--- src/rtl/sram_ctl_pkg.sv ---
// Shared types for the asynchronous SRAM byte-lane controller.
package sram_ctl_pkg;
    // Sequencer phases: waiting, read pulse, write pulse, post-read bus release.
    typedef enum logic [1:0] {
        PH_IDLE  = 2'd0,
        PH_READ  = 2'd1,
        PH_WRITE = 2'd2,
        PH_TURN  = 2'd3
    } ctl_phase_e;
endpackage

--- src/rtl/sram_ctl_seq.sv ---
// Control sequencer for the SRAM controller.
// Produces every active-low memory strobe from a flop and counts pulse widths
// in clock cycles. Assumes RD_CYC, WR_CYC and TURN_CYC are all at least 1 and
// that the caller presents a request only while ready is high.
module sram_ctl_seq
    import sram_ctl_pkg::*;
#(
    parameter int LANES    = 2,
    parameter int RD_CYC   = 2,
    parameter int WR_CYC   = 2,
    parameter int TURN_CYC = 1
) (
    input  logic             clk,
    input  logic             rst_n,
    input  logic             req,
    input  logic             wr,
    input  logic [LANES-1:0] mask,
    output logic             ready,
    output logic             accept,
    output logic             sample,
    output logic             cs_n,
    output logic             oe_n,
    output logic             we_n,
    output logic [LANES-1:0] lane_n,
    output logic             drive
);
    localparam int MAX_RW = (RD_CYC > WR_CYC) ? RD_CYC : WR_CYC;
    localparam int MAX_C  = (MAX_RW > TURN_CYC) ? MAX_RW : TURN_CYC;
    localparam int CNT_W  = $clog2(MAX_C + 1);

    ctl_phase_e       phase;
    logic [CNT_W-1:0] cnt;

    // Handshake decodes taken from the registered phase.
    assign ready  = (phase == PH_IDLE);
    assign accept = req && (phase == PH_IDLE);
    assign sample = (phase == PH_READ) && (cnt == '0);

    // Phase, pulse counter and registered memory strobes.
    always_ff @(posedge clk) begin
        if (!rst_n) begin
            phase  <= PH_IDLE;
            cnt    <= '0;
            cs_n   <= 1'b1;
            oe_n   <= 1'b1;
            we_n   <= 1'b1;
            lane_n <= '1;
            drive  <= 1'b0;
        end else begin
            case (phase)
                PH_IDLE: begin
                    if (req) begin
                        cs_n   <= 1'b0;
                        lane_n <= ~mask;
                        if (wr) begin
                            we_n  <= 1'b0;
                            drive <= 1'b1;
                            cnt   <= CNT_W'(WR_CYC - 1);
                            phase <= PH_WRITE;
                        end else begin
                            oe_n  <= 1'b0;
                            cnt   <= CNT_W'(RD_CYC - 1);
                            phase <= PH_READ;
                        end
                    end
                end
                PH_READ: begin
                    if (cnt == '0) begin
                        cs_n   <= 1'b1;
                        oe_n   <= 1'b1;
                        lane_n <= '1;
                        cnt    <= CNT_W'(TURN_CYC - 1);
                        phase  <= PH_TURN;
                    end else begin
                        cnt <= cnt - 1'b1;
                    end
                end
                PH_WRITE: begin
                    if (cnt == '0) begin
                        cs_n   <= 1'b1;
                        we_n   <= 1'b1;
                        lane_n <= '1;
                        drive  <= 1'b0;
                        phase  <= PH_IDLE;
                    end else begin
                        cnt <= cnt - 1'b1;
                    end
                end
                default: begin
                    if (cnt == '0) phase <= PH_IDLE;
                    else           cnt   <= cnt - 1'b1;
                end
            endcase
        end
    end

    AST_IDLE_QUIET: assert property (@(posedge clk) disable iff (!rst_n)
        ready |-> (cs_n && oe_n && we_n && (&lane_n) && !drive));

    AST_WE_NEEDS_CS: assert property (@(posedge clk) disable iff (!rst_n)
        !we_n |-> !cs_n);

    AST_BUSY_NOT_READY: assert property (@(posedge clk) disable iff (!rst_n)
        accept |=> !ready);
endmodule

--- src/rtl/sram_ctl_datapath.sv ---
// Address, write-data and read-capture registers for the SRAM controller.
// Latches the request on accept and captures the bus on sample, zeroing every
// lane whose mask bit was clear. Assumes DW divides evenly into LANES lanes.
module sram_ctl_datapath #(
    parameter int AW    = 18,
    parameter int DW    = 16,
    parameter int LANES = 2
) (
    input  logic             clk,
    input  logic             rst_n,
    input  logic             accept,
    input  logic             sample,
    input  logic [AW-1:0]    addr_in,
    input  logic [DW-1:0]    wdata_in,
    input  logic [LANES-1:0] mask_in,
    input  logic [DW-1:0]    dq_in,
    output logic [AW-1:0]    mem_addr,
    output logic [DW-1:0]    dq_out,
    output logic [DW-1:0]    rdata,
    output logic             rvalid
);
    localparam int LW = DW / LANES;

    logic [LANES-1:0] mask_q;

    // Hold the request fields for the whole access.
    always_ff @(posedge clk) begin
        if (!rst_n) begin
            mem_addr <= '0;
            dq_out   <= '0;
            mask_q   <= '0;
        end else if (accept) begin
            mem_addr <= addr_in;
            dq_out   <= wdata_in;
            mask_q   <= mask_in;
        end
    end

    // One-cycle valid strobe marking the capture.
    always_ff @(posedge clk) begin
        if (!rst_n) rvalid <= 1'b0;
        else        rvalid <= sample;
    end

    for (genvar l = 0; l < LANES; l++) begin : g_lane
        // Capture one lane, or zero when the lane was not requested.
        always_ff @(posedge clk) begin
            if (!rst_n)      rdata[l*LW +: LW] <= '0;
            else if (sample) rdata[l*LW +: LW] <= mask_q[l] ? dq_in[l*LW +: LW] : '0;
        end
    end

    AST_RVALID_SINGLE: assert property (@(posedge clk) disable iff (!rst_n)
        rvalid |=> !rvalid);

    AST_ADDR_HELD: assert property (@(posedge clk) disable iff (!rst_n)
        !accept |=> $stable(mem_addr));
endmodule

--- src/rtl/sram_byte_ctl.sv ---
// Top of the asynchronous SRAM byte-lane controller.
// Joins the sequencer and datapath and checks bus safety at the pins.
// Assumes an external pad drives sram_dq_out when sram_dq_drv is high.
module sram_byte_ctl #(
    parameter int AW       = 18,
    parameter int DW       = 16,
    parameter int LANES    = 2,
    parameter int RD_CYC   = 2,
    parameter int WR_CYC   = 2,
    parameter int TURN_CYC = 1
) (
    input  logic             clk,
    input  logic             rst_n,
    input  logic             host_req,
    output logic             host_ready,
    input  logic             host_wr,
    input  logic [AW-1:0]    host_addr,
    input  logic [DW-1:0]    host_wdata,
    input  logic [LANES-1:0] host_mask,
    output logic [DW-1:0]    host_rdata,
    output logic             host_rvalid,
    output logic [AW-1:0]    sram_addr,
    output logic             sram_cs_n,
    output logic             sram_oe_n,
    output logic             sram_we_n,
    output logic [LANES-1:0] sram_lane_n,
    output logic [DW-1:0]    sram_dq_out,
    output logic             sram_dq_drv,
    input  logic [DW-1:0]    sram_dq_in
);
    logic accept;
    logic sample;

    sram_ctl_seq #(
        .LANES(LANES), .RD_CYC(RD_CYC), .WR_CYC(WR_CYC), .TURN_CYC(TURN_CYC)
    ) u_seq (
        .clk(clk), .rst_n(rst_n), .req(host_req), .wr(host_wr), .mask(host_mask),
        .ready(host_ready), .accept(accept), .sample(sample),
        .cs_n(sram_cs_n), .oe_n(sram_oe_n), .we_n(sram_we_n),
        .lane_n(sram_lane_n), .drive(sram_dq_drv)
    );

    sram_ctl_datapath #(
        .AW(AW), .DW(DW), .LANES(LANES)
    ) u_dp (
        .clk(clk), .rst_n(rst_n), .accept(accept), .sample(sample),
        .addr_in(host_addr), .wdata_in(host_wdata), .mask_in(host_mask),
        .dq_in(sram_dq_in), .mem_addr(sram_addr), .dq_out(sram_dq_out),
        .rdata(host_rdata), .rvalid(host_rvalid)
    );

    AST_OE_WE_EXCL: assert property (@(posedge clk) disable iff (!rst_n)
        !(!sram_oe_n && !sram_we_n));

    AST_DRIVE_IN_WRITE: assert property (@(posedge clk) disable iff (!rst_n)
        sram_dq_drv |-> (!sram_we_n && sram_oe_n));

    AST_TURNAROUND: assert property (@(posedge clk) disable iff (!rst_n)
        !sram_oe_n |=> sram_we_n);
endmodule

--- config.mk ---
export PLATFORM = sky130hd
export DESIGN_NAME = sram_byte_ctl
export DESIGN_NICKNAME = d
export VERILOG_FILES = /design/src/rtl/sram_ctl_pkg.sv /design/src/rtl/sram_ctl_seq.sv /design/src/rtl/sram_ctl_datapath.sv /design/src/rtl/sram_byte_ctl.sv
export SDC_FILE = /design/constraint.sdc
export NUM_CORES = 1
export LEC_CHECK = 0
export BUFFER_PORTS_ARGS = -buffer_cell sky130_fd_sc_hd__buf_2
export CAP_MARGIN = 20
export CORE_MARGIN = 3
export CORE_UTILIZATION = 43
export DETAILED_ROUTE_END_ITERATION = 12
export MAX_ROUTING_LAYER = met4
export PLACE_DENSITY_LB_ADDON = 0.3
export SYNTH_ARGS = -nofsm -noshare
export SYNTH_HDL_FRONTEND = slang
export SYNTH_HIERARCHICAL = 1
export SYNTH_SLANG_ARGS = --single-unit
--- constraint.sdc ---
create_clock -name clk -period 3.15 [get_ports clk]
set_input_delay 0.315 -clock clk [delete_from_list [all_inputs] [get_ports clk]]
set_output_delay 0.315 -clock clk [all_outputs]
set_load 0.01 [all_outputs]
# Word-level counts from Yosys, hierarchy flattened

Cells that the tools add are included.

Output and inout port bits: 58
Flip-flop bits (word level): 63
Word-level logic and storage cells: 64
Input bits: 56

Add/sub/neg operators: 1
Bitwise gates (word level): 1
Eq/ne operators: 9
Reductions and logical operators: 14
Mux-type cells: 26

Operator list:

| operator            | number |
|---|---|
| $mux 2              | 8 |
| $mux 8              | 2 |
| $pmux 2 s2          | 3 |
| $mux 1              | 9 |
| $pmux 1 s2          | 4 |
| $reduce_and 4->1    | 2 |
| $reduce_bool 2->1   | 4 |
| $ne 2x1->1 const B  | 3 |
| $ne 2x2->1 const B  | 3 |
| $reduce_and 3->1    | 2 |
| $logic_not 2->1     | 2 |
| $ne 3x2->1 const B  | 1 |
| $eq 2x1->1 const B  | 1 |
| $eq 2x2->1 const B  | 1 |
| $logic_and 1x1->1   | 2 |
| $not 2->2           | 1 |
| $reduce_and 2->1    | 1 |
| $reduce_or 2->1     | 1 |
| $sub 2x1->2 const B | 1 |

# Logic depth before layout (Yosys ltp)

Gate-level depths: netlist (run 1).

Depth after elaboration: 4
Mapped depth: 7
Gate-level depth less buffers: 5

# By module

The synthesis (run 1) kept the hierarchy.

Modules (own cells, without submodules):

| module            | times used | cells each | seq. area each (µm²) | area each (µm²) |
|---|---|---|---|---|
| sram_ctl_datapath | 1          | 190        | 1061.0               | 2060.7 |
| sram_ctl_seq      | 1          | 80         | 200.2                | 747.0 |

# Worst setup path before layout (run 1)

No wires, ideal clock.

Path kind: flip-flop to flip-flop
Start point: register u_seq.phase[0]
End point: register u_seq.cnt[1]
Buffers on the path: 0
Path slack: 1635 ps
Stages on the path, launching flop included: 6
Library setup time: 116 ps
Arrival time: 1399 ps
Required time: 3034 ps
Period minus slack after synthesis: 1515 ps
Cells stage by stage: dfxtp_1 > inv_1 > ha_1 > o211a_1 > a2111o_1 > o211a_1

Longest elaborated chain between the ends: 3
Elaborated cells between the ends (all ways): 6
Those cells by class: eq/ne (3); mux (1); reduce/logical (2)

Ends and longest elaborated chain:

| what                                                      | RTL line            | text |
|---|---|---|
| from (decl)                                               | sram_ctl_seq.sv:31  | `ctl_phase_e phase;` |
| from (signal assigned)                                    | sram_ctl_seq.sv:42  | `phase <= PH_IDLE;` |
| from (signal assigned)                                    | sram_ctl_seq.sv:59  | `phase <= PH_WRITE;` |
| from (signal assigned)                                    | sram_ctl_seq.sv:63  | `phase <= PH_READ;` |
| $logic_not 2->1 (*)                                       | -                   |  |
| net host_ready                                            | sram_byte_ctl.sv:15 | `output logic host_ready,` |
| $ne 3x2->1 (no source line) or $ne 2x2->1 (tied branches) | -                   |  |
| $reduce_and 2->1 (no source line)                         | -                   |  |
| to (signal assigned)                                      | sram_ctl_seq.sv:58  | `cnt <= CNT_W'(WR_CYC - 1);` |
| to (signal assigned)                                      | sram_ctl_seq.sv:62  | `cnt <= CNT_W'(RD_CYC - 1);` |
| to (signal assigned)                                      | sram_ctl_seq.sv:72  | `cnt <= CNT_W'(TURN_CYC - 1);` |
| to (decl)                                                 | sram_ctl_seq.sv:32  | `logic [CNT_W-1:0] cnt;` |

The timed path passes the listed nets; every way through them passes the cells marked *.
A chain may end at the register's enable or synchronous reset.

# Worst setup path in the final report (run 1)

Start point: register u_seq.phase[1]
End point: output port host_ready

Longest elaborated chain between the ends: 1

Ends and longest elaborated chain:

| what            | RTL line            | text |
|---|---|---|
| $logic_not 2->1 | sram_ctl_seq.sv:35  | `assign ready = (phase == PH_IDLE);` |
| to (decl)       | sram_byte_ctl.sv:15 |  |

No other way between the ends.

==> results of run 1 <==
==> final cells by class <==
cell class	instances	area (um2)
clock inverters	5	81.3
fillers	561	2560
multi-input cells	180	1360
inverters	7	26.3
flip-flops and latches	63	1260
repair buffers	117	608
clock buffers	11	141
well taps	75	93.8
==> routing by layer <==
layer,wire [um],GRT usage,vias up
li1,-,-,1154
met1,2740,0.199,991
met2,2850,0.267,87
met3,437,0.0418,12
met4,125,0.0977,0
met5,0,-,-
==> path summary, 6_finish.rpt <==
check                                   start                             to  slack (ps)
hold reg to reg    u_dp/rdata[4]$_SDFFE_PN0P_     u_dp/rdata[4]$_SDFFE_PN0P_         470
setup reg to reg  u_seq/phase[1]$_SDFFE_PN0P_  u_dp/mem_addr[0]$_SDFFE_PN0P_        1410
setup / recovery  u_seq/phase[1]$_SDFFE_PN0P_                     host_ready        1380
hold / removal                  sram_dq_in[0]     u_dp/rdata[0]$_SDFFE_PN0P_         220
==> cells by family (layout without fill, tap and decap cells) <==
kind of cell / Yosys count / count (layout) / share of synthesized area
compound gates: 21 / 21 / 0.0593
fa+ha+maj: 10 / 10 / 0.0446
buf+inv: 27 / 140 / 0.0660
flops: 63 / 63 / 0.449
mux: 40 / 40 / 0.143
simple gates: 109 / 109 / 0.238
==> worst max-delay path: cells and delay by family (launching register included) <==
| family | cells | cell delay [ps] |
|---|---|---|
| fa+ha+maj | 1 | 430 |
| buf+inv | 2 | 360 |
| flops | 1 | 340 |
==> power by group <==
group / switching [uW] / leakage [uW] / internal (uW) / total, uW
clock: 310 / 0.000110 / 467 / 777
sequential: 80.8 / 0.000516 / 922 / 1000
combinational: 502 / 0.00115 / 436 / 938
==> Yosys cell counts (all sizes together), types with 3 or more instances <==
cell type   n  area (um2)
dfxtp      63        1260
nor2b      41         257
mux2i      40         400
nand2      17        63.8
nand3b     17         128
nand4      16         100
buf        12         129
ha         10         125
clkbuf      8        30.0
a21oi       7        38.8
inv         7        26.3
and2        4        26.3
nor2        3        11.3
o211a       3        30.0
==> sequential cells by signal (all words and copies together), names as in the netlist <==
signal         count
u_seq/phase        2
u_seq/cnt          2
u_seq/oe_n         1
u_seq/drive        1
u_dp/rvalid        1
u_dp/rdata        16
u_dp/dq_out       16
u_dp/mem_addr     18
u_dp/mask_q        2
u_seq/we_n         1
u_seq/lane_n       2
u_seq/cs_n         1
==> per-stage QoR <==
step                      std cells  power, uW
after global placement          441       1930
after CTS                       457       2750
after detailed placement        441       1950
after floorplan                 270       1770
final                           458       2720
after global routing            458       2890
==> metrics.md, run 1 <==
| Metric | Value |
|---|---|
| Final Hold Fails | `0` |
| Overall Global Routing Usage | `0.171` |
| Crit-path slowest cell | `ha_1` |
| Worst path required time | `between 2000 and 3000 ps` |
| Flops & latches, synth | `63` |
| Later-pin clock latency in the skew report | `between 300 and 400 ps` |
| Nets@finish | `444` |
| Maxcap violations | `0` |
| Total die area | `approximately 7500 um2` |
| Net Count, Synth | `between 300 and 400` |
| Crit path max fanout | `13` |
| Slew Limit Fails | `0` |
| Most common cell after layout, fill and taps aside | `buf_2` |
| Final Util | `0.583` |
| Critical path capture point type | `output pin` |
| Post-Syn Instances | `270` |
| CTS resizes | `0` |
| Mapped cell area | `2810 um2` |
| Final HPWL DP | `4.33 mm` |
| RSZ-0062 raised after global routing | `no` |
| Kind of critical path | `flip-flop to output pin` |
| Synth cell types | `38` |
| Ys async rst share | `0` |
| RD Place Congestion | `0.883` |
| Yosys warns | `6` |
| Initial antenna violation count | `0` |
| Final hold slack | `between 200 and 250 ps` |
| Core Area | `around 6100 um2` |
| Setup WS post-layout | `approximately 1400 ps` |
| Die Wd | `roughly 87 um` |
| Most frequent cells in the layout | `113 x buf_2, 63 x dfxtp_1, 41 x nor2b_1` |
| P&R area growth vs syn | `27.3%` |
| Final setup fails | `0` |
| Hold Path Class | `input pin to flip-flop` |
| Root Buffer | `clkbuf_8` |
| Via density | `4.90` |
| Worst reg2reg path depth | `6` |
| Final cycle utilization of the critical path | `0.562` |
| TritonCTS Sinks | `63` |
| Vias in the first global route | `about 2200` |
| Startpoint Class | `flip-flop` |
| # rows | `28` |
| CTS tree | `built` |
| Hold-fix buffers at CTS | `0` |
| Post-synth EDFFs | `0` |
| First-pass GRT wire length | `between 9 and 10 mm` |
| Port Buffers | `about 110` |
| Vias post-DR | `between 2000 and 2500` |
| # Post-CTS Setup Buffers | `0` |
| Status | `complete, no violations` |
| Max IR drop VDD | `493 uV` |
| CP Data Arrival Time | `roughly 1500 ps` |
| Pre-CTS setup slack | `between 1000 and 1500 ps` |
| Fin Clk Skew | `about 9.9 ps` |
| Final Cell Area | `around 3600 um2` |
| Layout cells sized above 1 | `0.366` |
| Initial core utilization | `0.458` |
| Num ports | `114` |
| DRC violations left | `0` |
| Fin crit period | `around 1800 ps` |
| Worst Max-Slew Pin Slew | `around 450 ps` |
| Reg clk slew, reported paths | `around 70 ps` |
| Placed Instance Area | `roughly 3300 um2` |
| Largest net degree at the start of global routing | `between 60 and 70` |
| LEAKAGE | `about 0.0018 uW` |
| Worst path cell trace | `inv_1, ha_1, buf_2` |
| Routed wire length per instance | `between 10 and 15 um` |
| Register area share after synthesis | `0.449` |
| Top_reg_cell synth | `dfxtp_1` |
| H-tree Lvls | `3` |
| Die Y | `roughly 87 um` |
| Hold Path Cell Cnt | `3` |
| P per Cell Area | `760 nW/um2` |
| Mean post-synth cell area | `between 10 and 15 um2` |
| First DRT Iteration DRCs | `99` |
| CTS Buf Count | `9` |
| Max-slew headroom | `0.697` |
| TNS Setup | `0 ps` |
| Clk buf depth | `2` |
| Grt ovf | `0` |
| DRT antenna net count | `0` |
| Ant. Diodes | `0` |
| Routed wire length | `6.16 mm` |
| DR pass1 iterations | `4` |
| Max Fclk | `between 500 and 600 MHz` |
| CP max stage delay | `around 430 ps` |
No activity file was read; power rests on OpenSTA's default activity.
==> run 2, diff against run 1 <==
Clock period 3.15 ns to 1.8 ns, I/O delays scaled along.
==> metrics.md, run 2 (synthesis gave the netlist of run 1 again) <==
| Metric | Value |
|---|---|
| Status | `complete, no violations` |
| Vias post-DR | `between 2000 and 2500` |
| CTS tree | `built` |
| Hold Path Cell Cnt | `3` |
| Initial antenna violation count | `0` |
| Max Fclk | `slightly above 600 MHz` |
| RSZ-0062 raised after global routing | `no` |
| Setup WS post-layout | `roughly 190 ps` |
| Total die area | `7540 um2` |
| Startpoint Class | `flip-flop` |
| Crit path max fanout | `8` |
| Final HPWL DP | `between 4 and 5 mm` |
| Most frequent cells in the layout | `113 x buf_2, 63 x dfxtp_1, 41 x nor2b_1` |
| Pre-CTS setup slack | `between 100 and 150 ps` |
| Slew Limit Fails | `0` |
| Critical path capture point type | `flip-flop` |
| Root Buffer | `clkbuf_8` |
| Nets@finish | `~440` |
| # Post-CTS Setup Buffers | `0` |
| Clk buf depth | `2` |
| Worst Max-Slew Pin Slew | `around 500 ps` |
| Hold-fix buffers at CTS | `0` |
| Fin crit period | `1610 ps` |
| Worst Setup SP | `u_seq/phase[1]$_SDFFE_PN0P_` |
| Initial core utilization | `0.458` |
| Most common cell after layout, fill and taps aside | `buf_2` |
| Top Registers | `u_dp/mem_addr x18, u_dp/dq_out x16, u_dp/rdata x16` |
| P&R area growth vs syn | `27.8%` |
| Critical path's top delay family | `simple AND/OR/NAND/NOR gates` |
| Reg clk slew, reported paths | `about 70 ps` |
| Vias in the first global route | `~2000` |
| Final Hold Fails | `0` |
| Layout cells sized above 1 | `0.367` |
| Routed wire length per instance | `roughly 13 um` |
| # rows | `28` |
| Port Buffers | `113` |
| Die Wd | `86.8 um` |
| Via density | `roughly 4.8` |
| RD Place Congestion | `0.848` |
| Max-slew headroom | `0.666` |
| Later-pin clock latency in the skew report | `between 300 and 400 ps` |
| CP max stage delay | `approximately 560 ps` |
| CTS Buf Count | `9` |
| TritonCTS Sinks | `63` |
| Largest net degree at the start of global routing | `54` |
| Grt ovf | `0` |
| DRT antenna net count | `0` |
| LEAKAGE | `around 0.0018 uW` |
| Ant. Diodes | `0` |
| Max reg flops | `18` |
| Num ports | `about 110` |
| Worst path required time | `roughly 2000 ps` |
| Routing usage on met1 | `0.197` |
| CP Data Arrival Time | `approximately 1800 ps` |
| GRT met2 Usage | `0.242` |
| TNS Setup | `0 ps` |
| Maxcap violations | `0` |
| Hold_sp | `sram_dq_in[2]` |
| Worst path cell trace | `inv_1, ha_1, or4b_4, o211ai_2, a21oi_2` |
| First DRT Iteration DRCs | `slightly below 80` |
| First-pass GRT wire length | `9.18 mm` |
| Routed wire length | `about 6 mm` |
| Overall Global Routing Usage | `0.159` |
| Final cycle utilization of the critical path | `0.894` |
| Critical path depth | `5` |
| Kind of critical path | `flip-flop to flip-flop` |
| CTS resizes | `0` |
| Core Area | `around 6100 um2` |
| Busiest layer in global routing | `met2` |
| CP bufs+invs | `1` |
| Max IR drop VDD | `between 800 and 900 uV` |
| Reg2Reg Launch Point | `u_seq/phase[1]$_SDFFE_PN0P_` |
| Die Y | `~87 um` |
| Hold Path Class | `input pin to flip-flop` |
| H-tree Lvls | `3` |
| DR pass1 iterations | `4` |
| Worst reg2reg path depth | `5` |
| Fin Clk Skew | `~6.5 ps` |
| Final setup fails | `0` |
| DRC violations left | `0` |
| Most flops, register | `u_dp/mem_addr` |
| Crit-path slowest cell | `or4b_4` |
| P per Cell Area | `1310 nW/um2` |
| Grt met3 use | `0.0323` |
-- run 2: cell count changes in the layout (fill, tap and decap cells not counted), sizes merged --
cell and delta:
clkbuf +2, clkinv -2, buf -1, bufinv -1
-- run 2: cell type report --
type | instances | area [um2]
flip-flops and latches | 63 | 1260
multi-input cells | 180 | 1370
clock inverters | 2 | 37.5
repair buffers | 116 | 626
fillers | 539 | 2540
clock buffers | 13 | 179
inverters | 7 | 26.3
well taps | 75 | 93.8
-- run 2: report_power, final --
| group | leakage, uW | switching (uW) | total, uW | internal (uW) |
|---|---|---|---|---|
| registers | 0.000516 | 141 | 1760 | 1610 |
| clock network | 0.000108 | 511 | 1290 | 784 |
| logic | 0.00116 | 854 | 1650 | 799 |
-- run 2: worst min-delay path, cell delays in order --
cell and delay [ps]:
buf_2 70, nand4_1 80, nand2_1 60
-- run 2: path summary, 6_finish.rpt --
check                                                   end  slack [ps]
worst max-delay path              u_seq/cnt[0]$_SDFFE_PN0P_         190
worst min-delay path             u_dp/rdata[2]$_SDFFE_PN0P_         100
worst max register to register    u_seq/cnt[0]$_SDFFE_PN0P_         190
worst min register to register  u_dp/rdata[14]$_SDFFE_PN0P_         470
-- run 2: metrics by stage --
step / instances / total power (uW) / utilization / area (um2) / hold slack (ps)
final: 456 / 4700 / 0.585 / 3590 / 97.1
after global routing: 456 / 5020 / 0.585 / 3590 / 84.2
after CTS: 456 / 4770 / 0.585 / 3590 / 71.0
after detailed placement: 441 / 3450 / 0.550 / 3370 / 426
after global placement: 441 / 3410 / 0.550 / 3370 / 421
after floorplan: 270 / 3100 / - / 2810 / 334
-- run 2: layer usage --
metal  part of all wire  up-vias
met3              0.063        4
met1               0.46      985
met4             0.0091        0
met5                  0        -
li1                   -     1142
met2               0.47       66
==> run 3, diff against run 2 <==
Clock period 1.8 ns to 1.9 ns, I/O delays scaled along.
==> metrics.md, run 3 (synthesis gave the netlist of run 1 again) <==
| Metric | Value |
|---|---|
| Status | `complete, no violations` |
| Overall Global Routing Usage | `0.167` |
| Tot Pwr | `~4400 uW` |
| Most common cell after layout, fill and taps aside | `buf_2` |
| Initial antenna violation count | `0` |
| Setup WS post-layout | `between 200 and 250 ps` |
| CTS resizes | `0` |
| Die Y | `just under 90 um` |
| TNS Setup | `0 ps` |
| P&R area growth vs syn | `26.9%` |
| Root Buffer | `clkbuf_8` |
| Vias in the first global route | `between 2000 and 2500` |
| Crit path max fanout | `33` |
| H-tree Lvls | `3` |
| Initial core utilization | `0.458` |
| Final cycle utilization of the critical path | `0.886` |
| First DRT Iteration DRCs | `51` |
| Max IR drop VDD | `just under 800 uV` |
| Final setup fails | `0` |
| CP Data Arrival Time | `approximately 1900 ps` |
| Reg clk slew, reported paths | `roughly 70 ps` |
| Max reg flops | `18` |
| Layout cells sized above 1 | `0.364` |
| Worst Max-Slew Pin Slew | `503 ps` |
| Ant. Diodes | `0` |
| Final Hold Fails | `0` |
| Maxcap violations | `0` |
| Wl on met1 | `around 2.7 mm` |
| Vias post-DR | `around 2200` |
| Port Buffers | `113` |
| Worst path required time | `roughly 2100 ps` |
| LEAKAGE | `0.00177 uW` |
| Routed wire length on met3 | `463 um` |
| Final Non-Filler Cells | `around 460` |
| Most flops, register | `u_dp/mem_addr` |
| Max Fclk | `between 500 and 600 MHz` |
| Later-pin clock latency in the skew report | `about 330 ps` |
| # rows | `28` |
| Fin crit period | `~1700 ps` |
| Largest net degree at the start of global routing | `between 50 and 60` |
| Kind of critical path | `flip-flop to flip-flop` |
| Core Area | `slightly above 6000 um2` |
| Met2 Wirelength | `2.81 mm` |
| Hold-fix buffers at CTS | `0` |
| Top Registers | `u_dp/mem_addr x18, u_dp/dq_out x16, u_dp/rdata x16` |
| Clk buf depth | `2` |
| RD Place Congestion | `between 0.8 and 0.9` |
| CTS Buf Count | `9` |
| Total die area | `7540 um2` |
| Critical path capture point type | `flip-flop` |
| Num ports | `about 110` |
| Pre-CTS setup slack | `around 230 ps` |
| Final HPWL DP | `between 4 and 5 mm` |
| CTS tree | `built` |
| DRT antenna net count | `0` |
| Fin Clk Skew | `6.71 ps` |
| Die Wd | `86.8 um` |
| Hold Path Class | `input pin to flip-flop` |
| RSZ-0062 raised after global routing | `no` |
| Top routing layer in use | `met4` |
| TritonCTS Sinks | `63` |
| Via density | `between 4 and 5` |
| Slew Limit Fails | `0` |
| Max-slew headroom | `0.664` |
| Most frequent cells in the layout | `113 x buf_2, 63 x dfxtp_1, 41 x nor2b_1` |
| Dpl cells | `between 400 and 500` |
| DRC violations left | `0` |
| Nets@finish | `between 400 and 500` |
| DR pass1 iterations | `4` |
| First-pass GRT wire length | `about 9.6 mm` |
| Grt ovf | `0` |
| Routed wire length per instance | `around 13 um` |
| Startpoint Class | `flip-flop` |
| # Post-CTS Setup Buffers | `0` |
| P per Cell Area | `between 1000 and 1500 nW/um2` |
| Routed wire length | `between 6 and 7 mm` |
-- run 3: where the power goes --
part | switching, uW | internal (uW)
sequential | 134 | 1530
clock | 497 | 669
combinational | 822 | 747
-- run 3: worst max-delay path, cell delays in order (launching register included) --
cell and delay [ps]:
dfxtp_1 340, inv_1 130, ha_1 340, and2_2 520, nand3b_1 180, nand2_1 60
-- run 3: layout make-up --
| cell class | count | area, um2 |
|---|---|---|
| Fill cell | 552 | 2570 |
| Multi-Input combinational cell | 180 | 1360 |
| Sequential cell | 63 | 1260 |
| Timing Repair Buffer | 117 | 621 |
| Clock buffer | 12 | 155 |
| Tap cell | 75 | 93.8 |
| Clock inverter | 3 | 42.5 |
| Inverter | 7 | 26.3 |
-- run 3: through the flow --
step / hold WS [ps] / utilization / area, um2
after floorplan: 344 / - / 2810
after global placement: 430 / 0.549 / 3360
after detailed placement: 434 / 0.549 / 3360
after CTS: 82.0 / 0.581 / 3560
after global routing: 97.0 / 0.581 / 3560
final: 99.3 / 0.581 / 3560
-- run 3: path summary, 6_finish.rpt --
kind	startpoint	endpoint	slack [ps]	depth (start not counted)
worst max-delay path	u_seq/phase[1]$_SDFFE_PN0P_	u_dp/rdata[7]$_SDFFE_PN0P_	220	5
worst min-delay path	sram_dq_in[3]	u_dp/rdata[3]$_SDFFE_PN0P_	100	3
worst max register to register	u_seq/phase[1]$_SDFFE_PN0P_	u_dp/rdata[7]$_SDFFE_PN0P_	220	5
worst min register to register	u_dp/rdata[3]$_SDFFE_PN0P_	u_dp/rdata[3]$_SDFFE_PN0P_	470	2
-- run 3: routing by layer --
layer / track usage / up-vias
met5: - / -
met4: 0.0822 / 0
met3: 0.0428 / 10
met2: 0.258 / 79
met1: 0.202 / 988
li1: - / 1148
